===== src/rtl/irq_ctl_pkg.sv =====
package irq_ctl_pkg;
  localparam int CTRL_W  = 8;
  localparam int B_MEN   = 7;
  localparam int B_GEN   = 6;
  localparam int B_TEN   = 5;
  localparam int B_XEN   = 4;
  localparam int B_CEN   = 3;
  localparam int B_TFLG  = 2;
  localparam int B_XFLG  = 1;
  localparam int B_CFLG  = 0;

  typedef enum logic { SEL_CTRL = 1'b0, SEL_MASK = 1'b1 } reg_sel_e;
endpackage


===== src/rtl/irq_sync.sv =====
module irq_sync #(
  parameter int W = 1
) (
  input  logic         clk,
  input  logic         rst_n,
  input  logic [W-1:0] d_async,
  output logic [W-1:0] q_sync
);
  logic [W-1:0] stage1;
  logic [W-1:0] stage2;

  always_ff @(posedge clk) begin
    if (!rst_n) begin
      stage1 <= '0;
      stage2 <= '0;
    end else begin
      stage1 <= d_async;
      stage2 <= stage1;
    end
  end

  assign q_sync = stage2;
endmodule


===== src/rtl/irq_pin_edge.sv =====
module irq_pin_edge (
  input  logic clk,
  input  logic rst_n,
  input  logic pin,
  output logic rise
);
  logic pin_s;
  logic pin_prev;

  irq_sync #(.W(1)) u_sync (
    .clk     (clk),
    .rst_n   (rst_n),
    .d_async (pin),
    .q_sync  (pin_s)
  );

  always_ff @(posedge clk) begin
    if (!rst_n) pin_prev <= 1'b0;
    else        pin_prev <= pin_s;
  end

  assign rise = pin_s & ~pin_prev;

  assert_rise_single_R4: assert property (@(posedge clk) disable iff (!rst_n)
    rise |=> !rise);
endmodule


===== src/rtl/irq_port_change.sv =====
module irq_port_change #(
  parameter int NPINS = 8
) (
  input  logic             clk,
  input  logic             rst_n,
  input  logic [NPINS-1:0] pins,
  input  logic             mask_we,
  input  logic [NPINS-1:0] mask_wdata,
  output logic [NPINS-1:0] mask_q,
  output logic             change
);
  logic [NPINS-1:0] pins_s;
  logic [NPINS-1:0] last_q;
  logic [NPINS-1:0] diff;

  irq_sync #(.W(NPINS)) u_sync (
    .clk     (clk),
    .rst_n   (rst_n),
    .d_async (pins),
    .q_sync  (pins_s)
  );

  always_ff @(posedge clk) begin
    if (!rst_n) begin
      last_q <= '0;
      mask_q <= '0;
    end else begin
      last_q <= pins_s;
      if (mask_we) mask_q <= mask_wdata;
    end
  end

  generate
    for (genvar i = 0; i < NPINS; i++) begin : g_cmp
      assign diff[i] = (pins_s[i] ^ last_q[i]) & mask_q[i];
    end
  endgenerate

  assign change = |diff;

  assert_masked_quiet_R5: assert property (@(posedge clk) disable iff (!rst_n)
    (mask_q == '0) |-> !change);
endmodule


===== src/rtl/irq_ctl_reg.sv =====
module irq_ctl_reg
  import irq_ctl_pkg::*;
(
  input  logic              clk,
  input  logic              rst_n,
  input  logic              we,
  input  logic [CTRL_W-1:0] wdata,
  input  logic              set_t,
  input  logic              set_x,
  input  logic              set_c,
  input  logic              cflag_init,
  output logic [CTRL_W-1:0] q
);
  logic [CTRL_W-1:0] sets;
  logic [CTRL_W-1:0] base;

  always_comb begin
    sets         = '0;
    sets[B_TFLG] = set_t;
    sets[B_XFLG] = set_x;
    sets[B_CFLG] = set_c;
    base         = we ? wdata : q;
  end

  always_ff @(posedge clk) begin
    if (!rst_n) begin
      q         <= '0;
      q[B_CFLG] <= cflag_init;
    end else begin
      q <= base | sets;
    end
  end

  assert_tflag_sticky_R6: assert property (@(posedge clk) disable iff (!rst_n)
    $fell(q[B_TFLG]) |-> $past(we && !wdata[B_TFLG]));
  assert_xflag_sticky_R6: assert property (@(posedge clk) disable iff (!rst_n)
    $fell(q[B_XFLG]) |-> $past(we && !wdata[B_XFLG]));
  assert_cflag_sticky_R6: assert property (@(posedge clk) disable iff (!rst_n)
    $fell(q[B_CFLG]) |-> $past(we && !wdata[B_CFLG]));
  assert_set_wins_R7: assert property (@(posedge clk) disable iff (!rst_n)
    set_t |=> q[B_TFLG]);
endmodule


===== src/rtl/irq_ctl.sv =====
module irq_ctl
  import irq_ctl_pkg::*;
#(
  parameter int NPINS   = 8,
  parameter int NPERIPH = 4
) (
  input  logic               clk,
  input  logic               rst_n,
  input  logic               bus_addr,
  input  logic               bus_we,
  input  logic               bus_rd,
  input  logic [CTRL_W-1:0]  bus_wdata,
  output logic [CTRL_W-1:0]  bus_rdata,
  output logic               bus_rvalid,
  input  logic               tmr_wrap,
  input  logic               ext_pin,
  input  logic [NPINS-1:0]   port_pins,
  input  logic [NPERIPH-1:0] periph_req,
  input  logic               cflag_init,
  output logic               irq
);
  localparam int PAD = CTRL_W - NPINS;

  logic [CTRL_W-1:0] ctrl_q;
  logic [NPINS-1:0]  mask_q;
  logic              pin_rise;
  logic              port_chg;
  logic              ctrl_we;
  logic              mask_we;
  logic [CTRL_W-1:0] rd_mux;
  logic              periph_term;
  logic              local_term;

  assign ctrl_we = bus_we && (reg_sel_e'(bus_addr) == SEL_CTRL);
  assign mask_we = bus_we && (reg_sel_e'(bus_addr) == SEL_MASK);

  irq_pin_edge u_pin (
    .clk   (clk),
    .rst_n (rst_n),
    .pin   (ext_pin),
    .rise  (pin_rise)
  );

  irq_port_change #(.NPINS(NPINS)) u_port (
    .clk        (clk),
    .rst_n      (rst_n),
    .pins       (port_pins),
    .mask_we    (mask_we),
    .mask_wdata (bus_wdata[NPINS-1:0]),
    .mask_q     (mask_q),
    .change     (port_chg)
  );

  irq_ctl_reg u_reg (
    .clk        (clk),
    .rst_n      (rst_n),
    .we         (ctrl_we),
    .wdata      (bus_wdata),
    .set_t      (tmr_wrap),
    .set_x      (pin_rise),
    .set_c      (port_chg),
    .cflag_init (cflag_init),
    .q          (ctrl_q)
  );

  generate
    if (PAD > 0) begin : g_pad
      assign rd_mux = (reg_sel_e'(bus_addr) == SEL_MASK) ? {{PAD{1'b0}}, mask_q} : ctrl_q;
    end else begin : g_nopad
      assign rd_mux = (reg_sel_e'(bus_addr) == SEL_MASK) ? mask_q[CTRL_W-1:0] : ctrl_q;
    end
  endgenerate

  always_ff @(posedge clk) begin
    if (!rst_n) begin
      bus_rvalid <= 1'b0;
      bus_rdata  <= '0;
    end else begin
      bus_rvalid <= bus_rd;
      if (bus_rd) bus_rdata <= rd_mux;
    end
  end

  assign local_term  = (ctrl_q[B_TEN] & ctrl_q[B_TFLG]) |
                       (ctrl_q[B_XEN] & ctrl_q[B_XFLG]) |
                       (ctrl_q[B_CEN] & ctrl_q[B_CFLG]);
  assign periph_term = ctrl_q[B_GEN] & (|periph_req);
  assign irq         = ctrl_q[B_MEN] & (local_term | periph_term);

  assert_master_gate_R8: assert property (@(posedge clk) disable iff (!rst_n)
    !ctrl_q[B_MEN] |-> !irq);
  assert_periph_pass_R9: assert property (@(posedge clk) disable iff (!rst_n)
    (ctrl_q[B_MEN] && ctrl_q[B_GEN] && (|periph_req)) |-> irq);
  assert_rvalid_follows_R10: assert property (@(posedge clk) disable iff (!rst_n)
    bus_rvalid |-> $past(bus_rd));
  assert_rvalid_rises_R10: assert property (@(posedge clk) disable iff (!rst_n)
    bus_rd |=> bus_rvalid);
endmodule


===== config.mk =====
export PLATFORM = sky130hd
export DESIGN_NAME = irq_ctl
export DESIGN_NICKNAME = d
export VERILOG_FILES = /design/src/rtl/irq_ctl_pkg.sv /design/src/rtl/irq_sync.sv /design/src/rtl/irq_pin_edge.sv /design/src/rtl/irq_port_change.sv /design/src/rtl/irq_ctl_reg.sv /design/src/rtl/irq_ctl.sv
export SDC_FILE = /design/constraint.sdc
export NUM_CORES = 1
export LEC_CHECK = 0
export ABC_CLOCK_PERIOD_IN_PS = 2380
export BUFFER_PORTS_ARGS = -buffer_cell sky130_fd_sc_hd__buf_2
export CAP_MARGIN = 20
export CORE_MARGIN = 4
export CORE_UTILIZATION = 55
export DETAILED_ROUTE_END_ITERATION = 8
export GPL_TIMING_DRIVEN = 0
export PLACE_DENSITY = 0.8
export SYNTH_ARGS = -nofsm -noshare
export SYNTH_HDL_FRONTEND = slang
export SYNTH_SLANG_ARGS = --single-unit
export TNS_END_PERCENT = 30

===== constraint.sdc =====
create_clock -name clk -period 2.38 [get_ports clk]
set_clock_uncertainty 0.05 [all_clocks]
set_input_delay 0.119 -clock clk [delete_from_list [all_inputs] [get_ports clk]]
set_output_delay 0.119 -clock clk [all_outputs]
set_load 0.02 [all_outputs]

==> run_results.csv <==
group,metric,value,unit
clock_tree,cts_tree,"built",
worst_setup_path,path_cells,"a222oi_1 > a21boi_0 > buf_2",
timing,finalHoldViolCount,0,
synthesis,synth_seq_cells,52,
layout,multi_input_area,783.3,um2
die,die_y,66.79,um
timing,hold_slack,0.06361,ns
die,pin_count,38,
synthesis,synth_area_per_cell,10.27,um2
worst_setup_path,critical_path_arrival,1.42,ns
layout,nets,273,
synthesis,ys_types,26,
synthesis,synth_area_leaders,"dfxtp_1, and2_1, nand2_1",
timing,maxSlewViolCount,0,
timing,rsz0062_at_grt,"no",
worst_setup_path,crit_path_end_kind,"output port",
pwr,p_leak,1.136,nW
timing,fin_crit_sh,0.6656,
synthesis,async_flop_share,0,
pwr,irDropWorstVdd,0.4803,mV
die,rows,21,
worst_hold_path,hold_path.class,"in -> reg",
layout,insertedDiodeCount,0,
layout,nFillCells,255,
synthesis,synth_top_area_share,0.5477,
timing,max_slew_margin,0.7630,
clock_tree,cts_hold_buffers,19,
drt,drt_iter0_drc,68,
synthesis,syn_area,1901,um2
die,initial_core_util,0.5696,
worst_setup_path,cp_slowest_cell,"a222oi_1",
drt,drc_errors,0,
synthesis,synth_most_common_cell,"dfxtp_1",
pwr,power.density,657.2,nW/um2
worst_setup_path,reg2regPathDepth,4,
die,core-area,3337,um2
placed_design,numPortBuffers,34,
synthesis,yosysWarnings,0,
drt,vias_per_cell,4.976,
clock_tree,cts_num_sinks,52,
global_route,antenna_found_initial,0,
die,die_x,66.79,um
timing,worst_slew_pin_slew,0.3555,ns
timing,fin_crit,1.584,ns
layout,drive_gt1_frac,0.2049,
global_route,grt_first_pass_wirelength,6.210,mm
synthesis,synthTopCellsByCount,"dfxtp_1, and2_1, nand2_1",
drt,first_pass_iters,4,
synthesis,synthCells,185,
synthesis,yosysSeqAreaShare,0.5477,
worst_setup_path,critical_path_class,"reg -> out",
clock_tree,cts.repair.resized,0,
layout,seq_area,1041,um2
global_route,grt.total_usage,0.1879,
worst_setup_path,cpPeakStageDelay,0.38,ns
global_route,grt_pass1_vias,1403,
clock_tree,clkLatencyLatePin,0.36,ns
die,die-area,4460,um2
timing,max_freq,0.6313,GHz
worst_setup_path,startpoint_type,"flop",
synthesis,synth_top_area_cell,"dfxtp_1",
flow_run,cap_violations,0,
synthesis,synth_ff_type,"dfxtp_1",
global_route,grt_overflow,0,
clock_tree,cts_setup_buffers,0,
timing,setup_tns,0,ns
run_status,status,"finished clean",
placed_design,hpwl,2.486,mm
drt,postRouteAntennaNets,0,
drt,wire_per_inst,12.41,um
worst_setup_path,worstPathRequired,2.21,ns
worst_hold_path,holdPathStages,2,
global_route,grt_max_degree,15,
drt,routed_wl,3.598,mm
clock_tree,clockBufferDepth,2,
drt,dr_total_vias,1443,
synthesis,synthesis.nets,213,
clock_tree,clk_pin_slew_worst_paths,0.13,ns
timing,setup_violations,0,
placed_design,gp_congestion,0.8481,
clock_tree,clockRootBuffer,"clkbuf_4",
clock_tree,cts_buffers,5,
layout,syn_to_final_growth,25.54,%
worst_setup_path,worst-path-max-fanout,3,
synthesis,synth_edf_count,0,
pwr,p_total,1.568,mW
clock_tree,cts-htree-levels,2,
[power by group]
part | internal (mW) | switching (mW)
Sequential | 0.913 | 0.0235
Combinational | 0.0938 | 0.0816
Clock | 0.211 | 0.246
Total | 1.22 | 0.351
[cell type report]
class                           instances  share of cell area
Tap cell                               46             0.02412
Clock buffer                            5             0.01573
Buffer                                 12             0.03041
Inverter                                1            0.001573
Multi-Input combinational cell        120              0.3283
Timing Repair Buffer                   53              0.1510
Sequential cell                        52              0.4363
Clock inverter                          1             0.01259
[layer usage]
layer	global-route usage	part of all wire	vias up	wire length, um
met1	0.2247	0.45	653	1609
met4	0.06853	0.019	0	69
met3	0.05059	0.065	7	233
met2	0.3205	0.47	43	1686
li1	-	-	740	-
met5	0	0	-	0
[metrics by stage]
stage / setup slack [ns] / util / instance area [um2] / std cells
after floorplan: 1.224 / - / 1901 / 185
after global placement: 1.175 / 0.6378 / 2128 / 265
after detailed placement: 1.166 / 0.6378 / 2128 / 265
after CTS: 0.8136 / 0.7150 / 2386 / 290
after global routing: 0.7487 / 0.7150 / 2386 / 290
final: 0.7959 / 0.7150 / 2386 / 290
[sequential cells by signal (all words and copies together) (netlist names)]
name	flops
u_reg.q	8
bus_rvalid	1
bus_rdata	8
u_pin.u_sync.stage1	1
u_port.u_sync.stage1	8
u_pin.pin_prev	1
u_port.mask_q	8
u_pin.u_sync.q_sync	1
u_port.last_q	8
u_port.u_sync.q_sync	8
[placed cells by master (no fill, tap or decap), types with 2 or more instances in the layout]
master	netlist	final
a21boi_0	9	9
a21oi_1	4	4
a222oi_1	2	2
and2_1	29	29
buf_2	4	38
buf_6	3	3
clkbuf_1	5	5
clkbuf_4	0	5
dfxtp_1	52	52
dlygate4sd3_1	0	19
mux2i_1	8	8
nand2_1	29	29
nand3_1	8	8
nor2_1	4	4
o211a_1	8	8
xor2_1	8	8
[final timing paths]
path	from	to	slack (ns)
worst max register to register	u_port.last_q[7]	u_reg.q[0]	1.18
worst max-delay path	u_reg.q[1]	irq	0.80
worst min-delay path	rst_n	u_port.u_sync.stage1[3]	0.06
worst min register to register	u_port.u_sync.stage1[6]	u_port.u_sync.q_sync[6]	0.40
[cells by family after synthesis]
logic type | Yosys count | share of synthesized area
buf+inv | 13 | 0.04016
flops | 52 | 0.5477
xor+xnor | 8 | 0.03687
compound gates | 31 | 0.1363
mux | 8 | 0.04213
simple gates | 73 | 0.1968
[critical path, delay by kind of cell, from the launching register on]
family	cells	cell delay (ns)
buffers and inverters	1	0.18
flip-flops	1	0.36
AO/OA/AOI/OAI	2	0.52
No activity file was read; power rests on OpenSTA's default activity.
